==> src/rtl/evtirq_pkg.sv <==
package evtirq_pkg;

    typedef enum logic [1:0] {
        SEL_STATUS = 2'd0,
        SEL_MASK   = 2'd1,
        SEL_OVFCNT = 2'd2,
        SEL_SPARE  = 2'd3
    } reg_sel_e;

    typedef enum logic {
        CNT_RUN = 1'b0,
        CNT_SAT = 1'b1
    } cnt_state_e;

    localparam int N_STAT    = 6;
    localparam int N_MASKED  = 4;
    localparam int B_RXDONE  = 0;
    localparam int B_TXDONE  = 1;
    localparam int B_RXOVF   = 2;
    localparam int B_CNTWRAP = 3;
    localparam int B_TXUNDER = 4;
    localparam int B_LINK    = 5;

endpackage

==> src/rtl/evt_status_bits.sv <==
module evt_status_bits #(
    parameter int N_BITS = 6
) (
    input  logic              clk,
    input  logic              rst_n,
    input  logic [N_BITS-1:0] set_i,
    input  logic [N_BITS-1:0] clr_i,
    output logic [N_BITS-1:0] stat_o
);

    for (genvar g = 0; g < N_BITS; g++) begin : g_bit
        logic bit_q;

        always_ff @(posedge clk or negedge rst_n) begin
            if (!rst_n) begin
                bit_q <= 1'b0;
            end else begin
                // a set in the same cycle overrides the clear
                bit_q <= set_i[g] | (bit_q & ~clr_i[g]);
            end
        end

        assign stat_o[g] = bit_q;

        AST_SET_BEATS_CLEAR: assert property (@(posedge clk) disable iff (!rst_n)
            set_i[g] |=> stat_o[g]);
        AST_CLEAR_TAKES: assert property (@(posedge clk) disable iff (!rst_n)
            (clr_i[g] && !set_i[g]) |=> !stat_o[g]);
        AST_STICKY: assert property (@(posedge clk) disable iff (!rst_n)
            (stat_o[g] && !clr_i[g]) |=> stat_o[g]);
    end

endmodule

==> src/rtl/evt_ovf_counter.sv <==
module evt_ovf_counter
    import evtirq_pkg::*;
#(
    parameter int CNT_W = 7
) (
    input  logic             clk,
    input  logic             rst_n,
    input  logic             inc_i,
    input  logic             rd_clr_i,
    output logic [CNT_W-1:0] count_o,
    output logic             sat_o,
    output logic             wrap_o
);

    localparam logic [CNT_W-1:0] CNT_MAX = {CNT_W{1'b1}};
    localparam logic [CNT_W-1:0] CNT_ONE = {{(CNT_W-1){1'b0}}, 1'b1};

    cnt_state_e       state_q, state_d;
    logic [CNT_W-1:0] count_q, count_d;
    logic             wrap_d;

    // state register
    always_ff @(posedge clk or negedge rst_n) begin
        if (!rst_n) begin
            state_q <= CNT_RUN;
            count_q <= '0;
        end else begin
            state_q <= state_d;
            count_q <= count_d;
        end
    end

    // next state and outputs
    always_comb begin
        state_d = state_q;
        count_d = count_q;
        wrap_d  = 1'b0;
        if (rd_clr_i) begin
            // RUN_CLEAR / SAT_TO_RUN; a coincident event counts after the clear
            state_d = CNT_RUN;
            count_d = inc_i ? CNT_ONE : '0;
        end else begin
            unique case (state_q)
                CNT_RUN: begin
                    if (inc_i) begin
                        if (count_q == CNT_MAX) begin
                            state_d = CNT_SAT;   // RUN_TO_SAT
                            wrap_d  = 1'b1;
                        end else begin
                            count_d = count_q + CNT_ONE;
                        end
                    end
                end
                CNT_SAT: begin
                    state_d = CNT_SAT;
                end
                default: begin
                    state_d = CNT_RUN;
                end
            endcase
        end
    end

    assign count_o = count_q;
    assign sat_o   = (state_q == CNT_SAT);
    assign wrap_o  = wrap_d;

    AST_COUNT_STEP: assert property (@(posedge clk) disable iff (!rst_n)
        (state_q == CNT_RUN && inc_i && !rd_clr_i && count_q != CNT_MAX)
        |=> (count_q == $past(count_q) + CNT_ONE));
    AST_SAT_HOLDS: assert property (@(posedge clk) disable iff (!rst_n)
        (state_q == CNT_SAT && !rd_clr_i) |=> (sat_o && count_q == CNT_MAX));
    AST_READ_CLEARS: assert property (@(posedge clk) disable iff (!rst_n)
        (rd_clr_i && !inc_i) |=> (!sat_o && count_q == '0));
    AST_READ_AND_INC: assert property (@(posedge clk) disable iff (!rst_n)
        (rd_clr_i && inc_i) |=> (!sat_o && count_q == CNT_ONE));

endmodule

==> src/rtl/evt_irq_gate.sv <==
module evt_irq_gate #(
    parameter int MSK_W = 4
) (
    input  logic             clk,
    input  logic             rst_n,
    input  logic             wr_i,
    input  logic [MSK_W-1:0] wdata_i,
    input  logic [MSK_W-1:0] stat_i,
    output logic [MSK_W-1:0] mask_o,
    output logic             irq_o
);

    logic [MSK_W-1:0] mask_q;
    logic             irq_q;

    always_ff @(posedge clk or negedge rst_n) begin
        if (!rst_n) begin
            mask_q <= '0;
        end else if (wr_i) begin
            mask_q <= wdata_i;
        end
    end

    always_ff @(posedge clk or negedge rst_n) begin
        if (!rst_n) begin
            irq_q <= 1'b0;
        end else begin
            irq_q <= |(stat_i & mask_q);
        end
    end

    assign mask_o = mask_q;
    assign irq_o  = irq_q;

    AST_MASK_LOADS: assert property (@(posedge clk) disable iff (!rst_n)
        wr_i |=> (mask_o == $past(wdata_i)));
    AST_MASK_HOLDS: assert property (@(posedge clk) disable iff (!rst_n)
        !wr_i |=> $stable(mask_o));

endmodule

==> src/rtl/evt_irq_unit.sv <==
module evt_irq_unit
    import evtirq_pkg::*;
#(
    parameter logic [1:0] BUS_MODE = 2'b10,
    parameter int         DATA_W   = 8
) (
    input  logic              clk,
    input  logic              rst_n,
    input  logic              ev_rx_done,
    input  logic              ev_tx_done,
    input  logic              ev_rx_ovf,
    input  logic              ev_tx_under,
    input  logic              ev_link_chg,
    input  logic [1:0]        reg_addr,
    input  logic              reg_wr,
    input  logic              reg_rd,
    input  logic [DATA_W-1:0] reg_wdata,
    output logic [DATA_W-1:0] reg_rdata,
    output logic              irq
);

    localparam int CNT_W = DATA_W - 1;

    reg_sel_e            sel;
    logic [N_STAT-1:0]   stat_set, stat_clr, stat;
    logic [N_MASKED-1:0] mask;
    logic [CNT_W-1:0]    ovf_count;
    logic                ovf_sat, ovf_wrap;
    logic                wr_stat, wr_mask, rd_cnt;
    logic                wdata_unused;

    assign sel     = reg_sel_e'(reg_addr);
    assign wr_stat = reg_wr && (sel == SEL_STATUS);
    assign wr_mask = reg_wr && (sel == SEL_MASK);
    assign rd_cnt  = reg_rd && (sel == SEL_OVFCNT);

    assign wdata_unused = ^reg_wdata[DATA_W-1:N_STAT];

    always_comb begin
        stat_set            = '0;
        stat_set[B_RXDONE]  = ev_rx_done;
        stat_set[B_TXDONE]  = ev_tx_done;
        stat_set[B_RXOVF]   = ev_rx_ovf;
        stat_set[B_CNTWRAP] = ovf_wrap;
        stat_set[B_TXUNDER] = ev_tx_under;
        stat_set[B_LINK]    = ev_link_chg;
        stat_clr            = wr_stat ? reg_wdata[N_STAT-1:0] : '0;
    end

    evt_status_bits #(.N_BITS(N_STAT)) u_status (
        .clk    (clk),
        .rst_n  (rst_n),
        .set_i  (stat_set),
        .clr_i  (stat_clr),
        .stat_o (stat)
    );

    evt_ovf_counter #(.CNT_W(CNT_W)) u_counter (
        .clk      (clk),
        .rst_n    (rst_n),
        .inc_i    (ev_rx_ovf),
        .rd_clr_i (rd_cnt),
        .count_o  (ovf_count),
        .sat_o    (ovf_sat),
        .wrap_o   (ovf_wrap)
    );

    evt_irq_gate #(.MSK_W(N_MASKED)) u_gate (
        .clk     (clk),
        .rst_n   (rst_n),
        .wr_i    (wr_mask),
        .wdata_i (reg_wdata[N_MASKED-1:0]),
        .stat_i  (stat[N_MASKED-1:0]),
        .mask_o  (mask),
        .irq_o   (irq)
    );

    always_comb begin
        reg_rdata = '0;
        unique case (sel)
            SEL_STATUS: reg_rdata = {BUS_MODE, stat};
            SEL_MASK:   reg_rdata = {{(DATA_W-N_MASKED){1'b0}}, mask};
            SEL_OVFCNT: reg_rdata = {ovf_sat, ovf_count};
            default:    reg_rdata = '0;
        endcase
    end

    AST_WRAP_SETS_STATUS: assert property (@(posedge clk) disable iff (!rst_n)
        $rose(ovf_sat) |-> stat[B_CNTWRAP]);
    AST_IRQ_FOLLOWS: assert property (@(posedge clk) disable iff (!rst_n)
        (stat[B_RXDONE] && mask[B_RXDONE]) |=> irq);
    AST_IRQ_QUIET: assert property (@(posedge clk) disable iff (!rst_n)
        (mask == '0) |=> !irq);
    AST_SPARE_ZERO: assert property (@(posedge clk) disable iff (!rst_n)
        (sel == SEL_SPARE) |-> (reg_rdata == '0));

endmodule

==> config.mk <==
export PLATFORM = sky130hd
export DESIGN_NAME = evt_irq_unit
export DESIGN_NICKNAME = d
export VERILOG_FILES = /design/src/rtl/evtirq_pkg.sv /design/src/rtl/evt_status_bits.sv /design/src/rtl/evt_ovf_counter.sv /design/src/rtl/evt_irq_gate.sv /design/src/rtl/evt_irq_unit.sv
export SDC_FILE = /design/constraint.sdc
export NUM_CORES = 1
export LEC_CHECK = 0
export BUFFER_PORTS_ARGS = -buffer_cell sky130_fd_sc_hd__buf_2
export CAP_MARGIN = 5
export CORE_ASPECT_RATIO = 0.6
export CORE_MARGIN = 4
export CORE_UTILIZATION = 35
export CTS_CLUSTER_DIAMETER = 30
export DETAILED_ROUTE_END_ITERATION = 8
export PLACE_DENSITY = 0.68
export SYNTH_ARGS = -nofsm -noshare
export SYNTH_HDL_FRONTEND = slang
export SYNTH_SLANG_ARGS = --single-unit
==> constraint.sdc <==
create_clock -name clk -period 1.8 [get_ports clk]
set_clock_uncertainty 0.05 [all_clocks]
set_input_delay 0.18 -clock clk [delete_from_list [all_inputs] [get_ports clk]]
set_output_delay 0.18 -clock clk [all_outputs]
set_load 0.01 [all_outputs]
==> results.yml, run 1 <==
global_routing:
  grt_max_degree: 20
  grt-ovfl-total: 0
  grt_pass1_vias: 826
  grt_pass1_wl_um: 4000
  track_usage_pct: 13.4
  antenna_found_initial: 0
pwr:
  ir_drop_uv: 337
  internal-power_mw: 0.775
  clock_power_share_pct: 26.2
  switchingPower_mw: 0.359
  combPwrFrac_pct: 22.7
  sw_frac_of_total_pct: 31.6
  seqPwrFrac_pct: 51.1
  power_density_nw_per_um2: 899
  leakage_nw: 0.571
logic_synthesis:
  synth_nets: 123
  ys_async_sr_fraction_pct: 100
  yosysSeqAreaShare_pct: 44.9
  synth_cell_types: 32
  synthesis.area_um2: 1060
  ys_ff_latch: 19
  synth_top_area_cell: "dfrtp_1"
  synthCells: 103
  synthTopCellsByArea: "dfrtp_1 45%, mux2i_1 8.5%, nand2_1 6.0%"
  synth_flop_cell: "dfrtp_1"
  synth-edff-count: 0
  syn_avg_cell_area_um2: 10.3
  yosysWarnings: 0
  yosysTopAreaCellShare_pct: 44.9
hold_path:
  hold_class: "in -> reg"
floorplanning:
  die_h_um: 50.6
  core_um2: 2890
  start_util_pct: 36.6
  rows: 15
  die_area_um2: 4000
  ios: 28
  die_x_um: 79.0
setup_path:
  end_kind: "flop"
  crit_required_ns: 1.93
  cp_max_fo: 8
  cpMaxStageDelayCell: "dfrtp_1"
  slowest_delay_ns: 0.43
  worstPathArrival_ns: 1.77
  start_kind: "flop"
  path_class: "reg -> reg"
  crit_chain: "ha_1 > and2_1 > a2111oi_4 > mux2i_1"
route:
  drc: 0
  drt_wl_total_um: 2470
  dr.first_iter.drc_count: 27
  viasPerCell: 5.15
  drtAntennaViolNets: 0
  route.vias.total: 881
  first_pass_iters: 4
  wl_per_cell_um: 14.4
final_layout:
  drive_above_1_share_pct: 27.9
  nFillCells: 288
  fin_nets: 150
  insertedDiodeCount: 0
  area_growth_pct: 19.3
  utilization_pct: 43.7
place:
  dpl.hpwl_um: 1950
  port_buffers: 25
  gp_congestion: 0.775
timing:
  fin_crit_sh_pct: 90.9
  slew-limit-headroom_pct: 70.8
  max_clock_freq_mhz: 611
  report.final.hold_viol_count: 0
  fin_crit_ns: 1.64
  slew_violations: 0
  tns_ns: 0
  tightest_slew_ns: 0.438
  finalSetupViolCount: 0
  rsz0062_at_grt: "false"
clock_network:
  cts_tree: "done"
  clk_path_buf_depth: 2
  cts_root_buf: "clkbuf_8"
  post_cts_resized: 0
  cts_buffers: 3
  cts_max_level: 1
  clk_latency_ns: 0.26
  path_clk_slew_ns: 0.07
  clock_sinks: 19
job:
  max_cap_violations: 0
outcome:
  status: "finished clean"
==> area by class of cell <==
type                       count  area, µm²  share of cell area (%)
multi-input combinational     76        536                    42.4
tap                           42       52.6                    4.16
inverter                       3       11.3                   0.892
clock buffer                   4       45.0                    3.57
sequential                    19        475                    37.7
timing repair buffer          27        143                    11.3
==> through the flow <==
step	worst slack, ns	cell area, µm²	cells	total power [mW]	hold slack (ns)
3_5_place_dp	0.168	1210	166	0.843	0.0979
3_3_place_gp	0.240	1210	166	0.829	0.0960
6_report	0.163	1260	171	1.13	0.0452
4_1_cts	0.148	1260	171	1.15	0.0400
2_1_floorplan	0.293	1060	103	0.729	-0.166
5_1_grt	0.0525	1260	171	1.20	0.0341
==> worst paths after layout <==
kind / endpoint / cells past startpoint / slack (ns) / start
max: u_counter.count_o[5] / 4 / 0.16 / u_counter.count_o[1]
min: u_status.g_bit[5].bit_q / 2 / 0.05 / ev_link_chg
max reg2reg: u_counter.count_o[5] / 4 / 0.16 / u_counter.count_o[1]
min reg2reg: u_status.g_bit[5].bit_q / 1 / 0.43 / u_status.g_bit[5].bit_q
max in group asynchronous: u_counter.count_o[0] / 2 / 1.05 / rst_n
min in group asynchronous: u_gate.irq_o / 2 / 0.34 / rst_n
==> logic make-up after synthesis <==
kind of cell    Yosys count  share of synthesized area (%)
flops                    19                           44.9
buf+inv                   8                           4.49
mux                      13                           12.8
simple gates             37                           18.7
compound gates           25                           18.0
fa+ha+maj                 1                           1.18
==> cell usage in the layout (no fill, tap or decap), drive strengths merged, types with 2 or more instances in the layout <==
cell / n
mux2i: 9
o21ai: 5
a211oi: 2
and3b: 3
buf: 26
a21oi: 4
nand3b: 2
nand2: 17
nand2b: 3
nor2: 4
dfrtp: 19
inv: 3
a31oi: 2
mux2: 4
a21o: 5
clkbuf: 4
a22oi: 2
==> worst max-delay path, delay by kind of cell (launching register included) <==
| kind | cells | cell delay (ns) |
|---|---|---|
| simple gates | 1 | 0.25 |
| flops | 1 | 0.43 |
| fa+ha+maj | 1 | 0.22 |
| compound gates | 1 | 0.40 |
| mux | 1 | 0.22 |
==> power groups by stage <==
stage / sequential, mW / clock, mW / combinational [mW]
CTS: 0.577 / 0.309 / 0.261
finish: 0.580 / 0.297 / 0.257
global placement: 0.584 / 0 / 0.245
detailed placement: 0.585 / 0 / 0.258
floorplan: 0.562 / 0 / 0.167
global route: 0.587 / 0.322 / 0.287
==> synthesized netlist by cell type (3+ instances only) <==
master and instances:
dfrtp_1 19, nand2_1 17, mux2i_1 9, a21o_1 5, o21ai_0 5, a21oi_1 4
mux2_2 4, nor2_1 4, and3b_1 3, inv_1 3, nand2b_1 3
==> routing by layer <==
layer	track usage, %	share of wire, %	vias up
met2	17.3	39	37
met1	19.3	50	415
li1	-	-	425
met4	4.29	1.0	0
met3	6.09	10	4
met5	0	0	-
==> flip-flops by register name (all words and copies together) (netlist names) <==
register and cells:
u_counter.count_o 7, u_status.g_bit.bit_q 6, u_gate.mask_o 4, u_counter.sat_o 1, u_gate.irq_o 1
==> repair_timing <==
item                                   in CTS  in global routing
hold buffers                                1                  0
endpoints found under the hold margin      19                  0
buffers inserted                            0                  0
No activity file was read; power rests on OpenSTA's default activity.
==> run 2: changes to the inputs <==
--- a/config.mk
+++ b/config.mk
@@ -8,10 +8,12 @@
 export BUFFER_PORTS_ARGS = -buffer_cell sky130_fd_sc_hd__buf_2
 export CAP_MARGIN = 5
+export CELL_PAD_IN_SITES_DETAIL_PLACEMENT = 1
+export CELL_PAD_IN_SITES_GLOBAL_PLACEMENT = 2
 export CORE_ASPECT_RATIO = 0.6
 export CORE_MARGIN = 4
-export CORE_UTILIZATION = 35
+export CORE_UTILIZATION = 31
 export CTS_CLUSTER_DIAMETER = 30
 export DETAILED_ROUTE_END_ITERATION = 8
-export PLACE_DENSITY = 0.68
+export PLACE_DENSITY = 0.88
 export SYNTH_ARGS = -nofsm -noshare
 export SYNTH_HDL_FRONTEND = slang
--- a/constraint.sdc
+++ b/constraint.sdc
@@ -3,3 +3,3 @@
 set_input_delay 0.18 -clock clk [delete_from_list [all_inputs] [get_ports clk]]
 set_output_delay 0.18 -clock clk [all_outputs]
-set_load 0.01 [all_outputs]
+set_load 0.005 [all_outputs]
==> results.yml, run 2 (same netlist as run 1, synthesis figures left out) <==
hold_path:
  hold_class: "in -> reg"
  hold-path-cell-count: 2
  min_from: "ev_tx_under"
setup_path:
  start_kind: "flop"
  path_class: "reg -> reg"
  worstPathArrival_ns: 1.76
  crit_required_ns: 1.93
  worstRegToRegCells: 4
  r2r_start: "u_counter.count_o[1]"
  cp_max_fo: 8
  end_kind: "flop"
  crit_path_start: "u_counter.count_o[1]"
floorplanning:
  die_h_um: 53.3
  die_area_um2: 4440
  core_um2: 3260
  start_util_pct: 32.4
  ios: 28
  die_x_um: 83.4
  rows: 16
timing:
  max_clock_freq_mhz: 614
  rsz0062_at_grt: "false"
  fin_crit_ns: 1.63
  hold_ws_ns: 0.0465
  report.final.hold_viol_count: 0
  slew_violations: 0
  slew-limit-headroom_pct: 70.4
  tns_ns: 0
  finalSetupViolCount: 0
  fin_crit_sh_pct: 90.5
  tightest_slew_ns: 0.443
clock_network:
  cts_buffers: 3
  cts_max_level: 1
  clk_latency_ns: 0.26
  clk_path_buf_depth: 2
  cts_tree: "done"
  path_clk_slew_ns: 0.07
  post_cts_buffers: 0
  hold_buffers: 1
  post_cts_resized: 0
  clock_sinks: 19
  cts_root_buf: "clkbuf_8"
global_routing:
  grt_max_degree: 20
  met2_usage_pct: 21.8
  grt-ovfl-total: 0
  track_usage_pct: 14.1
  grt_pass1_vias: 939
  gr-usage-met3_pct: 4.67
  grt_pass1_wl_um: 4830
  antenna_found_initial: 0
  use_met1_pct: 20.1
  grt_most_used_layer: "met2"
route:
  dr.first_iter.drc_count: 31
  wl_per_cell_um: 15.7
  route.vias.total: 889
  drtAntennaViolNets: 0
  drc: 0
  drt_wl_total_um: 2740
  viasPerCell: 5.08
  first_pass_iters: 4
place:
  gp_congestion: 0.772
  port_buffers: 25
  dpl.hpwl_um: 2170
final_layout:
  nFillCells: 388
  layout_common_cells: "25 x buf_2, 19 x dfrtp_1, 17 x nand2_1, 9 x mux2i_1"
  fin_nets: 151
  area_growth_pct: 20.3
  largest_register_ffs: 7
  drive_above_1_share_pct: 28.5
  mostFrequentLayoutCell: "buf_2"
  insertedDiodeCount: 0
pwr:
  ir_drop_uv: 319
  p_total_mw: 1.14
  power_density_nw_per_um2: 894
  leakage_nw: 0.577
outcome:
  status: "finished clean"
job:
  max_cap_violations: 0
run 2: per-stage QoR:
stage,instance area [µm²],instances,setup WS (ns),utilization (%)
global placement,1220,170,0.221,37.3
finish,1270,175,0.172,39.0
CTS,1270,175,0.162,39.0
floorplan,1060,103,0.293,-
global route,1270,175,0.0728,39.0
detailed placement,1220,170,0.182,37.3
run 2: final cells by class:
class                      count  area [µm²]  share of cell area, %
timing repair buffer          28         150                   11.8
clock buffer                   4        45.0                   3.54
sequential                    19         475                   37.3
inverter                       3        11.3                  0.884
tap                           45        56.3                   4.42
multi-input combinational     76         536                   42.0
run 2: critical path: stages, from the launching register on:
cell	delay, ns
dfrtp_1	0.44
ha_1	0.22
and2_1	0.24
a2111oi_4	0.40
mux2i_1	0.21
run 2: final timing paths:
| check | to | slack [ns] |
|---|---|---|
| max in group asynchronous | u_status.g_bit[0].bit_q | 1.04 |
| hold / removal | u_status.g_bit[4].bit_q | 0.05 |
| hold reg to reg | u_status.g_bit[4].bit_q | 0.42 |
| setup / recovery | u_counter.count_o[5] | 0.17 |
| setup reg to reg | u_counter.count_o[5] | 0.17 |
| min in group asynchronous | u_counter.count_o[4] | 0.36 |
run 2: where the power goes:
group,switching [mW],leakage [nW],internal [mW],total [mW]
combinational,0.123,0.331,0.123,0.245
sequential,0.0942,0.223,0.493,0.587
clock,0.148,0.0228,0.158,0.306
total,0.365,0.577,0.773,1.14
run 2: routing by layer:
layer	wire length (µm)	up-vias
met3	205	0
met2	1140	35
met1	1400	425
met5	0	-
li1	-	429
met4	0	0
==> run 3: changes to the inputs <==
- BUFFER_PORTS_ARGS: -buffer_cell sky130_fd_sc_hd__buf_2 -> default
- CORE_UTILIZATION: 31 -> 35
- DONT_BUFFER_PORTS: default -> 1
- PLACE_DENSITY: 0.88 -> 0.83
==> results.yml, run 3 (same netlist as run 1, synthesis figures left out) <==
final_layout:
  insertedDiodeCount: 0
  drive_above_1_share_pct: 10.1
  area_growth_pct: 12.2
  layout_common_cells: "19 x dfrtp_1, 17 x nand2_1, 9 x mux2i_1, 6 x dlygate4sd3_1"
  mostFrequentLayoutCell: "dfrtp_1"
  largest_register_ffs: 7
  utilization_pct: 41.1
  fin_nets: 130
floorplanning:
  start_util_pct: 36.6
  die_x_um: 79.0
  die_h_um: 50.6
  die_area_um2: 4000
  rows: 15
  core_um2: 2890
  ios: 28
setup_path:
  slowest_delay_ns: 0.44
  start_kind: "flop"
  cp.depth: 4
  crit_chain: "ha_1 > and2_1 > a2111oi_4 > mux2i_1"
  worstPathArrival_ns: 1.83
  end_kind: "flop"
  crit_required_ns: 1.93
  cp_max_fo: 8
  path_class: "reg -> reg"
  cpMaxStageDelayCell: "dfrtp_1"
  cp_top_family: "flip-flops"
  crit_buf_inv: 0
  worstRegToRegCells: 4
clock_network:
  cts_buffers: 3
  clock_sinks: 19
  cts_max_level: 1
  clk_path_buf_depth: 2
  clk_latency_ns: 0.26
  post_cts_resized: 0
  path_clk_slew_ns: 0.07
  cts_tree: "done"
  cts_root_buf: "clkbuf_8"
place:
  port_buffers: 0
  gp_congestion: 0.821
  dpl.hpwl_um: 2040
  place_worst_setup_slack_ns: 0.123
pwr:
  power_density_nw_per_um2: 921
  ir_drop_uv: 482
  leakage_nw: 0.489
timing:
  fin_crit_sh_pct: 94.2
  tns_ns: 0
  rsz0062_at_grt: "false"
  finalSetupViolCount: 0
  slew_violations: 0
  report.final.hold_viol_count: 0
  fin_crit_ns: 1.70
  slew-limit-headroom_pct: 41.7
  max_clock_freq_mhz: 590
  tightest_slew_ns: 0.871
  worst_slack_ns: 0.104
route:
  wl_per_cell_um: 18.2
  drt_wl_total_um: 2750
  dr.first_iter.drc_count: 41
  viasPerCell: 5.48
  first_pass_iters: 4
  drc: 0
  drtAntennaViolNets: 0
  route.vias.total: 828
hold_path:
  hold_class: "in -> reg"
  hold-path-cell-count: 2
global_routing:
  grt_pass1_wl_um: 4710
  antenna_found_initial: 0
  grt_pass1_vias: 917
  grt-ovfl-total: 0
  track_usage_pct: 15.5
  grt_max_degree: 20
job:
  max_cap_violations: 0
outcome:
  status: "finished clean"
run 3: area by class of cell:
type | count | area (µm²)
multi-input cells | 76 | 536
flip-flops and latches | 19 | 475
inverters | 3 | 11.3
repair buffers | 7 | 67.6
clock buffers | 4 | 45.0
fillers | 342 | 1700
well taps | 42 | 52.6
run 3: report_power, final:
part           switching (mW)  leakage, nW  total [mW]  internal (mW)
clock network           0.142       0.0228       0.300          0.157
logic                   0.102        0.242       0.205          0.103
registers              0.0958        0.223       0.589          0.493
run 3: worst reg2reg max path: cells and delay by family (launching register included):
family	cells	cell delay (ns)
flip-flops	1	0.44
AO/OA/AOI/OAI	1	0.44
AND/OR/NAND/NOR	1	0.25
multiplexers	1	0.23
adder cells (fa/ha/maj)	1	0.22
run 3: metal layers:
metal / vias to the layer above / global-route usage, % / share of wire (%)
li1: 384 / - / -
met3: 2 / 5.91 / 5.8
met2: 22 / 22.3 / 42
met5: - / 0 / 0
met4: 0 / 2.57 / 0.44
met1: 420 / 22.2 / 52
run 3: worst paths after layout:
path	to	slack, ns	from
min reg2reg	u_status.g_bit[5].bit_q	0.45	u_status.g_bit[5].bit_q
max reg2reg	u_counter.count_o[5]	0.10	u_counter.count_o[1]
max in group asynchronous	u_status.g_bit[3].bit_q	0.73	rst_n
max	u_counter.count_o[5]	0.10	u_counter.count_o[1]
min	u_counter.count_o[0]	0.01	ev_rx_ovf
min in group asynchronous	u_status.g_bit[1].bit_q	0.43	rst_n
run 3: stage by stage:
stage          cell area, µm²  hold slack [ns]  power (mW)  instances
2_1_floorplan            1060           -0.166       0.719        103
3_3_place_gp             1080           -0.165       0.771        141
3_5_place_dp             1080           -0.165       0.781        141
4_1_cts                  1190           0.0149        1.10        151
5_1_grt                  1190           0.0102        1.17        151
6_report                 1190           0.0147        1.09        151
run 3: repair_timing:
action / 4_1_cts / 5_1_grt
hold endpoints to repair: 24 / 0
hold buffers: 6 / 0
buffers inserted: 0 / 0
